[src/rtl/isoch_stat_pkg.sv]
package isoch_stat_pkg;
  localparam int STAT_W  = 16;
  localparam int N_ERR   = 8;
  localparam int B_TXB   = 15;
  localparam int B_RXB   = 14;
  localparam int B_FIRST = 13;
  localparam int B_EMI   = 12;
  localparam int B_OE    = 11;
  localparam int B_FULL  = 4;
  localparam int B_EMPTY = 3;

  typedef enum int {CH_TX = 0, CH_RX = 1, CH_N = 2} chan_e;

  typedef struct packed {
    logic first;
    logic emi_chg;
    logic oe_chg;
  } evt_t;

  function automatic int err_pos(input int idx);
    case (idx)
      0: return 0;
      1: return 1;
      2: return 2;
      3: return 5;
      4: return 6;
      5: return 7;
      6: return 8;
      default: return 10;
    endcase
  endfunction
endpackage

[src/rtl/sticky_bank.sv]
module sticky_bank #(
  parameter int W = 8
) (
  input  logic         clk,
  input  logic         rst_n,
  input  logic [W-1:0] set,
  input  logic         clr,
  output logic [W-1:0] q
);
  // set beats clear when both hit the same bit in one cycle
  always_ff @(posedge clk or negedge rst_n) begin
    if (!rst_n) q <= '0;
    else        q <= (q & ~{W{clr}}) | set;
  end
endmodule

[src/rtl/chan_busy_ctl.sv]
module chan_busy_ctl #(
  parameter int N_CH = 2
) (
  input  logic            clk,
  input  logic            rst_n,
  input  logic [N_CH-1:0] start,
  input  logic [N_CH-1:0] stop,
  output logic [N_CH-1:0] busy
);
  for (genvar c = 0; c < N_CH; c++) begin : g_ch
    always_ff @(posedge clk or negedge rst_n) begin
      if (!rst_n)        busy[c] <= 1'b0;
      else if (start[c]) busy[c] <= 1'b1;
      else if (stop[c])  busy[c] <= 1'b0;
    end
  end
endmodule

[src/rtl/hdr_change_det.sv]
module hdr_change_det
  import isoch_stat_pkg::*;
#(
  parameter int EMI_W = 2
) (
  input  logic             clk,
  input  logic             rst_n,
  input  logic             sess_start,
  input  logic             rx_busy,
  input  logic             hdr_vld,
  input  logic [EMI_W-1:0] hdr_emi,
  input  logic             hdr_oe,
  input  logic             rd_clr,
  output evt_t             evt
);
  logic             have_ref;
  logic [EMI_W-1:0] ref_emi;
  logic             ref_oe;
  logic             accept;
  evt_t             evt_set;

  assign accept = hdr_vld && rx_busy && !sess_start;

  always_comb begin
    evt_set.first   = accept && !have_ref;
    evt_set.emi_chg = accept && have_ref && (hdr_emi != ref_emi);
    evt_set.oe_chg  = accept && have_ref && (hdr_oe != ref_oe);
  end

  always_ff @(posedge clk or negedge rst_n) begin
    if (!rst_n) begin
      have_ref <= 1'b0;
      ref_emi  <= '0;
      ref_oe   <= 1'b0;
    end else if (sess_start) begin
      have_ref <= 1'b0;
    end else if (accept) begin
      have_ref <= 1'b1;
      ref_emi  <= hdr_emi;
      ref_oe   <= hdr_oe;
    end
  end

  sticky_bank #(.W($bits(evt_t))) u_evt (
    .clk   (clk),
    .rst_n (rst_n),
    .set   (evt_set),
    .clr   (rd_clr),
    .q     (evt)
  );
endmodule

[src/rtl/isoch_chan_status.sv]
module isoch_chan_status
  import isoch_stat_pkg::*;
#(
  parameter int EMI_W = 2
) (
  input  logic              clk,
  input  logic              rst_n,
  input  logic              tx_start,
  input  logic              tx_end,
  input  logic              rx_start,
  input  logic              rx_end,
  input  logic              hdr_vld,
  input  logic [EMI_W-1:0]  hdr_emi,
  input  logic              hdr_oe,
  input  logic              fifo_full,
  input  logic              fifo_empty,
  input  logic [N_ERR-1:0]  err_pulse,
  input  logic              rd_stb,
  output logic [STAT_W-1:0] rd_data
);
  logic [CH_N-1:0]  busy;
  logic [N_ERR-1:0] err_q;
  evt_t             evt;

  chan_busy_ctl #(.N_CH(CH_N)) u_busy (
    .clk   (clk),
    .rst_n (rst_n),
    .start ({rx_start, tx_start}),
    .stop  ({rx_end, tx_end}),
    .busy  (busy)
  );

  hdr_change_det #(.EMI_W(EMI_W)) u_hdr (
    .clk        (clk),
    .rst_n      (rst_n),
    .sess_start (rx_start),
    .rx_busy    (busy[CH_RX]),
    .hdr_vld    (hdr_vld),
    .hdr_emi    (hdr_emi),
    .hdr_oe     (hdr_oe),
    .rd_clr     (rd_stb),
    .evt        (evt)
  );

  sticky_bank #(.W(N_ERR)) u_err (
    .clk   (clk),
    .rst_n (rst_n),
    .set   (err_pulse),
    .clr   (rd_stb),
    .q     (err_q)
  );

  always_comb begin
    rd_data          = '0;
    rd_data[B_TXB]   = busy[CH_TX];
    rd_data[B_RXB]   = busy[CH_RX];
    rd_data[B_FIRST] = evt.first;
    rd_data[B_EMI]   = evt.emi_chg;
    rd_data[B_OE]    = evt.oe_chg;
    rd_data[B_FULL]  = fifo_full;
    rd_data[B_EMPTY] = fifo_empty;
    for (int i = 0; i < N_ERR; i++) rd_data[err_pos(i)] = err_q[i];
  end
endmodule

[config.mk]
export PLATFORM = sky130hd
export DESIGN_NAME = isoch_chan_status
export DESIGN_NICKNAME = d
export VERILOG_FILES = /design/src/rtl/isoch_stat_pkg.sv /design/src/rtl/sticky_bank.sv /design/src/rtl/chan_busy_ctl.sv /design/src/rtl/hdr_change_det.sv /design/src/rtl/isoch_chan_status.sv
export SDC_FILE = /design/constraint.sdc
export NUM_CORES = 1
export LEC_CHECK = 0
export BUFFER_PORTS_ARGS = -buffer_cell sky130_fd_sc_hd__buf_4
export CORE_MARGIN = 4
export CORE_UTILIZATION = 45
export CTS_CLUSTER_DIAMETER = 60
export CTS_CLUSTER_SIZE = 10
export DETAILED_ROUTE_END_ITERATION = 12
export PLACE_DENSITY = 0.89
export SETUP_SLACK_MARGIN = 0.5
export SYNTH_ARGS = -nofsm -noshare
export SYNTH_HDL_FRONTEND = slang
export SYNTH_SLANG_ARGS = --single-unit
[constraint.sdc]
create_clock -name clk -period 2 [get_ports clk]
set_input_delay 0.6 -clock clk [delete_from_list [all_inputs] [get_ports clk]]
set_output_delay 0.6 -clock clk [all_outputs]
set_load 0.05 [all_outputs]
==> results of run 1 <==
through the flow:
stage	power, mW	cells	utilization, %
3_3_place_gp	0.592	91	66.4
4_1_cts	0.782	96	69.2
5_1_grt	0.821	97	72.0
6_report	0.779	97	72.0
3_5_place_dp	0.602	91	66.4
2_1_floorplan	0.535	50	-
what timing repair did:
item | in CTS | in global routing
endpoints found under the hold margin | 0 | 0
endpoints found under the setup margin | 1 | 10
setup buffers | 1 | 1
gates resized for setup | 2 | 8
Yosys cell counts:
| cell | count |
|---|---|
| dfrtp_1 | 17 |
| a21o_1 | 10 |
| buf_4 | 4 |
| inv_1 | 3 |
| mux2_4 | 3 |
| xnor2_1 | 3 |
| a21oi_1 | 2 |
| o2bb2ai_1 | 2 |
| a21o_2 | 1 |
| buf_2 | 1 |
| conb_1 | 1 |
| nand3b_4 | 1 |
| nand4b_1 | 1 |
| nor2_1 | 1 |
cell usage in the layout, fill, tap and decap left out, drive strengths merged:
cell type,netlist,final
buf,5,33
dfrtp,17,17
a21o,11,11
clkbuf,0,4
inv,3,3
xnor2,3,3
mux2,3,3
a21oi,2,2
o2bb2ai,2,2
nand4b,1,1
nand3b,1,1
nor2,1,1
conb,1,1
worst register-to-register path, delay by kind of cell (launching register included):
kind | cells | cell delay [ps]
buf+inv | 1 | 160
simple gates | 1 | 110
flops | 1 | 430
mux | 1 | 310
power breakdown:
| group | leakage (nW) | internal, mW | switching (mW) |
|---|---|---|---|
| clock | 0.0150 | 0.0773 | 0.0943 |
| sequential | 0.196 | 0.375 | 0.0236 |
| combinational | 0.311 | 0.0957 | 0.113 |
| total | 0.522 | 0.548 | 0.231 |
how the worst max path moves through the flow:
stage / endpoint / cells after the start / from / slack, ps
after global placement: u_hdr.ref_oe / 3 / rx_start / 680
after floorplan: rd_data[3] / 1 / fifo_empty / 630
after global routing: rd_data[11] / 1 / u_hdr.u_evt.q[0] / 490
after detailed placement: u_hdr.ref_emi[1] / 3 / rx_start / 640
after CTS: rd_data[7] / 1 / u_err.q[5] / 510
final: rd_data[11] / 1 / u_hdr.u_evt.q[0] / 530
metal layers:
metal | up-vias | global-route usage (%) | routed length [um]
met4 | 0 | 9.94 | 47
met2 | 26 | 28.2 | 825
met3 | 4 | 6.13 | 131
met5 | - | 0 | 0
li1 | 230 | - | -
met1 | 232 | 14.6 | 493
cells by family after synthesis:
logic type | Yosys count | share of synthesized area (%)
AOI/OAI and AO/OA | 15 | 16.1
DFF | 17 | 61.6
buffers and inverters | 8 | 6.70
other | 1 | 0.543
xor gates and xnor gates | 3 | 3.81
and+or+nand+nor | 3 | 4.71
muxes | 3 | 6.52
registers in the layout, summed over array words and instances, names as in the netlist:
name and cells:
u_err.q 8, u_hdr.u_evt.q 3, u_busy.busy 2, u_hdr.ref_emi 2, u_hdr.have_ref 1, u_hdr.ref_oe 1
final cells by class:
| type | count | area (sq um) | area share, % |
|---|---|---|---|
| Tap cell | 15 | 18.8 | 1.91 |
| Multi-Input combinational cell | 25 | 219 | 22.3 |
| Timing Repair Buffer | 33 | 282 | 28.6 |
| Sequential cell | 17 | 427 | 43.4 |
| Inverter | 3 | 11.3 | 1.15 |
| Clock buffer | 4 | 26.3 | 2.67 |
==> impl_metrics.json, run 1 <==
{
  "cts_max_path_buffers": 2,
  "r2r-start": "u_busy.busy[1]",
  "post_drt_wl_per_cell_um": 15.4,
  "slowest_delay_ps": 400,
  "status": "complete, no violations",
  "hold_buffers": 0,
  "n_antenna_cell": 0,
  "setup_tns_ps": 0,
  "layout.nets": 104,
  "fin_crit_sh_pct": 73.4,
  "fillerInstances": 104,
  "critical_path.endpoint_type": "primary output",
  "place_congestion": 0.695,
  "ys_seq_area_share_pct": 61.6,
  "min_path_type": "in -> async",
  "htreeDepth": 1,
  "syn_to_final_growth_pct": 42.4,
  "io_buffer_count": 31,
  "ys.warnings.count": 0,
  "finClkSkew_ps": 2.30,
  "cap_violations": 0,
  "cts_tree": "done",
  "grt_pass1_vias": 528,
  "dieArea_sq_um": 2230,
  "r2r_end": "u_hdr.ref_emi[1]",
  "crit_type": "reg -> out",
  "p_per_area_nw_per_um2": 792,
  "core_sq_um": 1370,
  "cts_root_buffer": "clkbuf_4",
  "required_ps": 1400,
  "synth_cells": 50,
  "fin_ws_ps": 533,
  "fmax_ghz": 0.682,
  "dp_hpwl_um": 1200,
  "dp_slack_ps": 645,
  "netlist_area_sq_um": 691,
  "avgSynthCellArea_sq_um": 13.8,
  "die-width_um": 47.2,
  "grt_max_degree": 18,
  "r2r_slack_ps": 890,
  "synth.top_cell.area_share_pct": 61.6,
  "ios": 37,
  "antenna_found_initial": 0,
  "synth-seq-cells": 17,
  "vias": 492,
  "reg2reg_depth": 3,
  "synthesis.nets": 71,
  "critPathTopFamily": "flip-flops",
  "startpoint_type": "flip-flop",
  "drive_above_1_share_pct": 51.2,
  "insertion_delay_ps": 280,
  "holdWs_ps": 160,
  "initial_core_util_pct": 50.5,
  "rsz0062_at_grt": "yes",
  "drc": 0,
  "worst-path-buf-inv": 1,
  "dr.pass1.iters": 2,
  "clkSinkCount": 17,
  "cts.reportedPaths.clkPinSlew_ps": 90,
  "grt-ovfl-total": 0,
  "cp_slowest_cell": "dfrtp_1",
  "numCtsBuffers": 3,
  "yosysTopAreaCell": "dfrtp_1",
  "ys_types": 14,
  "row_count": 13,
  "p_leak_nw": 0.522,
  "finalSetupViolations": 0,
  "slew_violations": 0,
  "synthTopCellsByArea": "dfrtp_1, a21o_1, mux2_4",
  "drtAntennaViolNets": 0,
  "grt_usage_pct": 15.7,
  "finalHoldViolations": 0,
  "drtIter0Drc": 2,
  "fin_area_sq_um": 983,
  "via_per_inst": 5.07,
  "ir_drop_uv": 466,
  "crit_fanout": 2,
  "grt_pass1_wl_um": 2260,
  "period_needed_ps": 1470,
  "drt-total-wl_um": 1500,
  "die_h_um": 47.2,
  "arrival_ps": 870,
  "crit_chain": "buf_4",
  "placed_cell_area_sq_um": 907
}
No activity file was read; power rests on OpenSTA's default activity.
==> inputs of run 2 (changes only) <==
--- a/config.mk
+++ b/config.mk
@@ -5,13 +5,14 @@
 export SDC_FILE = /design/constraint.sdc
 export NUM_CORES = 1
 export LEC_CHECK = 0
+export ABC_AREA = 1
 export BUFFER_PORTS_ARGS = -buffer_cell sky130_fd_sc_hd__buf_4
 export CORE_MARGIN = 4
-export CORE_UTILIZATION = 45
+export CORE_UTILIZATION = 42
 export CTS_CLUSTER_DIAMETER = 60
 export CTS_CLUSTER_SIZE = 10
 export DETAILED_ROUTE_END_ITERATION = 12
-export PLACE_DENSITY = 0.89
+export PLACE_DENSITY = 0.84
 export SETUP_SLACK_MARGIN = 0.5
 export SYNTH_ARGS = -nofsm -noshare
 export SYNTH_HDL_FRONTEND = slang
==> constraint.sdc (replaced) <==
create_clock -name clk -period 1.5 [get_ports clk]
set_input_delay 0.45 -clock clk [delete_from_list [all_inputs] [get_ports clk]]
set_output_delay 0.45 -clock clk [all_outputs]
set_load 0.05 [all_outputs]
==> impl_metrics.json, run 2 <==
{
  "status": "complete, no violations",
  "startpoint_type": "flip-flop",
  "synth-xor-area-share_pct": 1.25,
  "place_congestion": 0.683,
  "synth_compound_area_share_pct": 13.9,
  "io_buffer_count": 31,
  "vias": 548,
  "grt_use_met3_pct": 3.06,
  "fillerInstances": 119,
  "pwr-share-comb_pct": 26.4,
  "initial_core_util_pct": 45.5,
  "cp_slowest_cell": "dfrtp_2",
  "layout_commonest_cell": "buf_4",
  "worst-path-buf-inv": 1,
  "use_met2_pct": 20.7,
  "synth_mux_area_share_pct": 0,
  "startpoint": "u_err.q[5]",
  "critPathTopFamily": "flip-flops",
  "numCtsBuffers": 3,
  "drive_above_1_share_pct": 51.0,
  "cts_root_buffer": "clkbuf_4",
  "htreeDepth": 1,
  "arrival_ps": 860,
  "power.share.clock_pct": 22.3,
  "cts.reportedPaths.clkPinSlew_ps": 90,
  "layout.nets": 124,
  "min_path_type": "in -> async",
  "grt-ovfl-total": 0,
  "die-width_um": 48.8,
  "place_inst": 110,
  "yosysTopAreaCell": "dfrtp_1",
  "ys.warnings.count": 0,
  "grt_pass1_vias": 536,
  "slowest_delay_ps": 420,
  "fin_ws_ps": 193,
  "largest_register_ffs": 8,
  "crit_type": "reg -> out",
  "yosys.area_share.simple_pct": 13.2,
  "p_total_mw": 1.03,
  "fin_crit_sh_pct": 87.2,
  "finalSetupViolations": 0,
  "holdWs_ps": 13.4,
  "finalHoldViolations": 0,
  "p_int_mw": 0.719,
  "slew_violations": 0,
  "netlist_area_sq_um": 701,
  "row_count": 14,
  "synth-seq-cells": 17,
  "top_regs": "u_err.q x8, u_hdr.u_evt.q x3",
  "pwr-share-seq_pct": 51.3,
  "finClkSkew_ps": 3.89,
  "cts_tree": "done",
  "placed_cell_area_sq_um": 933,
  "n_antenna_cell": 0,
  "syn_to_final_growth_pct": 48.2,
  "dieArea_sq_um": 2390,
  "ys_seq_area_share_pct": 60.7,
  "fmax_ghz": 0.765,
  "grt_max_degree": 18,
  "p_leak_nw": 0.549,
  "synth_cells": 68,
  "grt_usage_pct": 12.1,
  "clkSinkCount": 17,
  "drc": 0,
  "post-route-util_pct": 67.4,
  "regMostFlops": "u_err.q",
  "crit_fanout": 2,
  "crit_chain": "buf_6",
  "ys.flop_type": "dfrtp_1",
  "drt-total-wl_um": 1400,
  "critical_path.endpoint_type": "primary output",
  "avgSynthCellArea_sq_um": 10.3,
  "crit_cells": 1,
  "antenna_found_initial": 0,
  "die_h_um": 48.8,
  "ir_drop_uv": 629,
  "synth_common_cells": "dfrtp_1, nand2_1, inv_1",
  "synth-edff-count": 0,
  "swShare_pct": 30.4,
  "cap_violations": 0,
  "top_usage_layer": "met2",
  "post_drt_wl_per_cell_um": 11.8,
  "fin_area_sq_um": 1040,
  "mostFrequentLayoutCells": "buf_4, nand2_1, buf_6, dfrtp_2, inv_1",
  "p_per_area_nw_per_um2": 994,
  "r2r-start": "u_busy.busy[1]",
  "dr.pass1.iters": 2,
  "synthTopCellsByArea": "dfrtp_1, nand2_1, a21o_1",
  "ys_types": 12,
  "instances_no_fill": 118,
  "switchingPower_mw": 0.313,
  "period_needed_ps": 1310,
  "grt_pass1_wl_um": 2310,
  "core_sq_um": 1540,
  "synth.top_cell.area_share_pct": 60.7,
  "synth_top_family_by_area": "compound AO/OA/AOI/OAI gates",
  "drtIter0Drc": 4,
  "synthesis.nets": 89,
  "ios": 37,
  "drtAntennaViolNets": 0,
  "dp_slack_ps": 410,
  "reg2reg_depth": 6,
  "gr-usage-met1_pct": 14.2,
  "via_per_inst": 4.64,
  "setup_tns_ps": 0,
  "async_flop_share_pct": 100,
  "insertion_delay_ps": 280,
  "synth_fa_ha_area_share_pct": 0,
  "cts_max_path_buffers": 2,
  "required_ps": 1050,
  "rsz0062_at_grt": "yes"
}
[run 2: path summary, 6_finish.rpt]
check	endpoint	slack, ps
setup / recovery	rd_data[7]	190
hold / removal	u_err.q[5]	10
setup reg to reg	u_hdr.u_evt.q[1]	470
hold reg to reg	u_hdr.u_evt.q[2]	460
max in group asynchronous	u_err.q[3]	1280
min in group clk	u_err.q[0]	340
[run 2: routing by layer]
metal	wire length, um	vias up
met1	549	248
met4	0	0
li1	-	275
met3	139	0
met2	709	25
met5	0	-
[run 2: logic make-up after synthesis]
group                  count (synthesis)
AND/OR/NAND/NOR                       19
flip-flops                            17
AO/OA/AOI/OAI                         15
buffers and inverters                 15
XOR/XNOR                               1
other                                  1
[run 2: layout make-up]
type	instances	area (sq um)	area share, %
repair buffers	35	312	30.0
multi-input cells	36	203	19.5
clock buffers	4	26.3	2.53
flip-flops and latches	17	440	42.4
inverters	10	37.5	3.61
well taps	16	20.0	1.93
[run 2: what timing repair did]
item                       in CTS  in global routing
resized for setup              13                  0
setup endpoints to repair      13                 13
hold buffers                    0                  0
buffers inserted                2                  2
[run 2: power by group through the flow]
stage | logic, mW | registers (mW) | clock network (mW)
6_report | 0.273 | 0.530 | 0.230
5_1_grt | 0.294 | 0.535 | 0.265
4_1_cts | 0.270 | 0.528 | 0.244
3_5_place_dp | 0.247 | 0.535 | 0
3_3_place_gp | 0.244 | 0.532 | 0
2_1_floorplan | 0.0953 | 0.613 | 0
==> inputs of run 3 (changes only) <==
--- a/config.mk
+++ b/config.mk
@@ -5,14 +5,13 @@
 export SDC_FILE = /design/constraint.sdc
 export NUM_CORES = 1
 export LEC_CHECK = 0
-export ABC_AREA = 1
 export BUFFER_PORTS_ARGS = -buffer_cell sky130_fd_sc_hd__buf_4
 export CORE_MARGIN = 4
 export CORE_UTILIZATION = 42
 export CTS_CLUSTER_DIAMETER = 60
 export CTS_CLUSTER_SIZE = 10
 export DETAILED_ROUTE_END_ITERATION = 12
-export PLACE_DENSITY = 0.84
+export PLACE_DENSITY = 0.85
 export SETUP_SLACK_MARGIN = 0.5
 export SYNTH_ARGS = -nofsm -noshare
 export SYNTH_HDL_FRONTEND = slang
==> impl_metrics.json, run 3 (same netlist as run 1, synthesis figures left out) <==
{
  "status": "complete, no violations",
  "numCtsBuffers": 3,
  "largest_register_ffs": 8,
  "cts_tree": "done",
  "cp_slowest_cell": "dfrtp_2",
  "crit_fanout": 2,
  "finalSetupViolations": 0,
  "core_sq_um": 1520,
  "min_path_type": "in -> reg",
  "startpoint_type": "flip-flop",
  "die_h_um": 48.6,
  "dr.pass1.iters": 2,
  "p_per_area_nw_per_um2": 1010,
  "finalHoldViolations": 0,
  "wirelength_met1_um": 591,
  "period_needed_ps": 1340,
  "drc": 0,
  "p_leak_nw": 0.539,
  "io_buffer_count": 31,
  "p_total_mw": 1.07,
  "place_congestion": 0.642,
  "grt_pass1_vias": 549,
  "fin_ws_ps": 162,
  "highest_layer": "met4",
  "mostFrequentLayoutCells": "buf_4, buf_6, dfrtp_2, a21o_1, dfrtp_1",
  "drtIter0Drc": 2,
  "row_count": 14,
  "grt_max_degree": 18,
  "worst-path-buf-inv": 1,
  "ios": 37,
  "wl_met3_um": 91,
  "cts_max_path_buffers": 2,
  "post_drt_wl_per_cell_um": 14.8,
  "critical_path.endpoint_type": "primary output",
  "layout_commonest_cell": "buf_4",
  "grt_pass1_wl_um": 2560,
  "finClkSkew_ps": 12.1,
  "initial_core_util_pct": 45.3,
  "htreeDepth": 1,
  "dp_slack_ps": 312,
  "crit_chain": "buf_8",
  "arrival_ps": 890,
  "insertion_delay_ps": 290,
  "clkSinkCount": 17,
  "drtAntennaViolNets": 0,
  "wl_met2_um": 820,
  "drive_above_1_share_pct": 67.4,
  "crit_type": "reg -> out",
  "cts_root_buffer": "clkbuf_4",
  "fmax_ghz": 0.747,
  "cap_violations": 0,
  "die-width_um": 48.6,
  "vias": 497,
  "via_per_inst": 4.87,
  "cts.reportedPaths.clkPinSlew_ps": 100,
  "antenna_found_initial": 0,
  "holdWs_ps": 325,
  "ir_drop_uv": 649,
  "n_antenna_cell": 0,
  "dieArea_sq_um": 2360,
  "grt_usage_pct": 13.9,
  "dp_hpwl_um": 1070,
  "layout.nets": 108,
  "rsz0062_at_grt": "yes",
  "slew_violations": 0,
  "grt-ovfl-total": 0,
  "regMostFlops": "u_err.q",
  "critPathTopFamily": "flip-flops",
  "setup_tns_ps": 0,
  "syn_to_final_growth_pct": 52.9,
  "top_regs": "u_err.q x8, u_hdr.u_evt.q x3",
  "fin_crit_sh_pct": 89.2,
  "required_ps": 1050,
  "drt-total-wl_um": 1510,
  "slowest_delay_ps": 440
}
-- run 3: changes by cell type in the layout (fill, tap and decap cells not counted), moves of 2 or more --
cell,previous run,this run
a21oi_1,0,2
a21o_1,8,10
o2bb2ai_1,0,2
o21ai_0,6,0
nand2_1,17,0
inv_1,10,3
xnor2_1,0,3
mux2_4,0,3
-- run 3: final cells by class --
type,count,area [sq um]
inverter,3,11.3
clock inverter,1,5.00
multi-input combinational,25,219
fill,118,468
sequential,17,442
clock buffer,3,22.5
tap,16,20.0
timing repair buffer,37,337
-- run 3: where the power goes --
part           internal [mW]  total, mW  switching [mW]
sequential             0.504      0.535          0.0315
clock                 0.0990      0.240           0.141
combinational          0.142      0.293           0.151
total                  0.745       1.07           0.323
-- run 3: path summary, 6_finish.rpt --
kind / from / end / slack (ps) / cells past startpoint
worst max-delay path: u_err.q[7] / rd_data[10] / 160 / 1
min in group asynchronous: rst_n / u_err.q[4] / 580 / 2
worst min register to register: u_hdr.have_ref / u_hdr.u_evt.q[2] / 460 / 1
worst max register to register: u_busy.busy[1] / u_hdr.ref_emi[0] / 440 / 3
max in group asynchronous: rst_n / u_busy.busy[0] / 710 / 2
worst min-delay path: err_pulse[0] / u_err.q[0] / 330 / 2
-- run 3: metrics by stage --
step	instance area [sq um]	instances	util [%]
after CTS	1040	101	68.6
after global placement	923	92	60.6
after global routing	1060	102	69.3
after floorplan	734	50	-
after detailed placement	923	92	60.6
final	1060	102	69.3
-- run 3: metal layers --
metal	vias up	global-route usage, %
met3	2	4.29
met1	238	16.8
met5	-	0
li1	237	-
met2	20	23.0
met4	0	5.38
-- run 3: timing repair --
item                                    CTS  global route
buffers inserted                          4             1
resized for setup                        15             1
endpoints found under the setup margin   16            17
gates cloned                              0             0
hold buffers                              1             0
hold endpoints to repair                 10             0
pin swaps                                 1             0
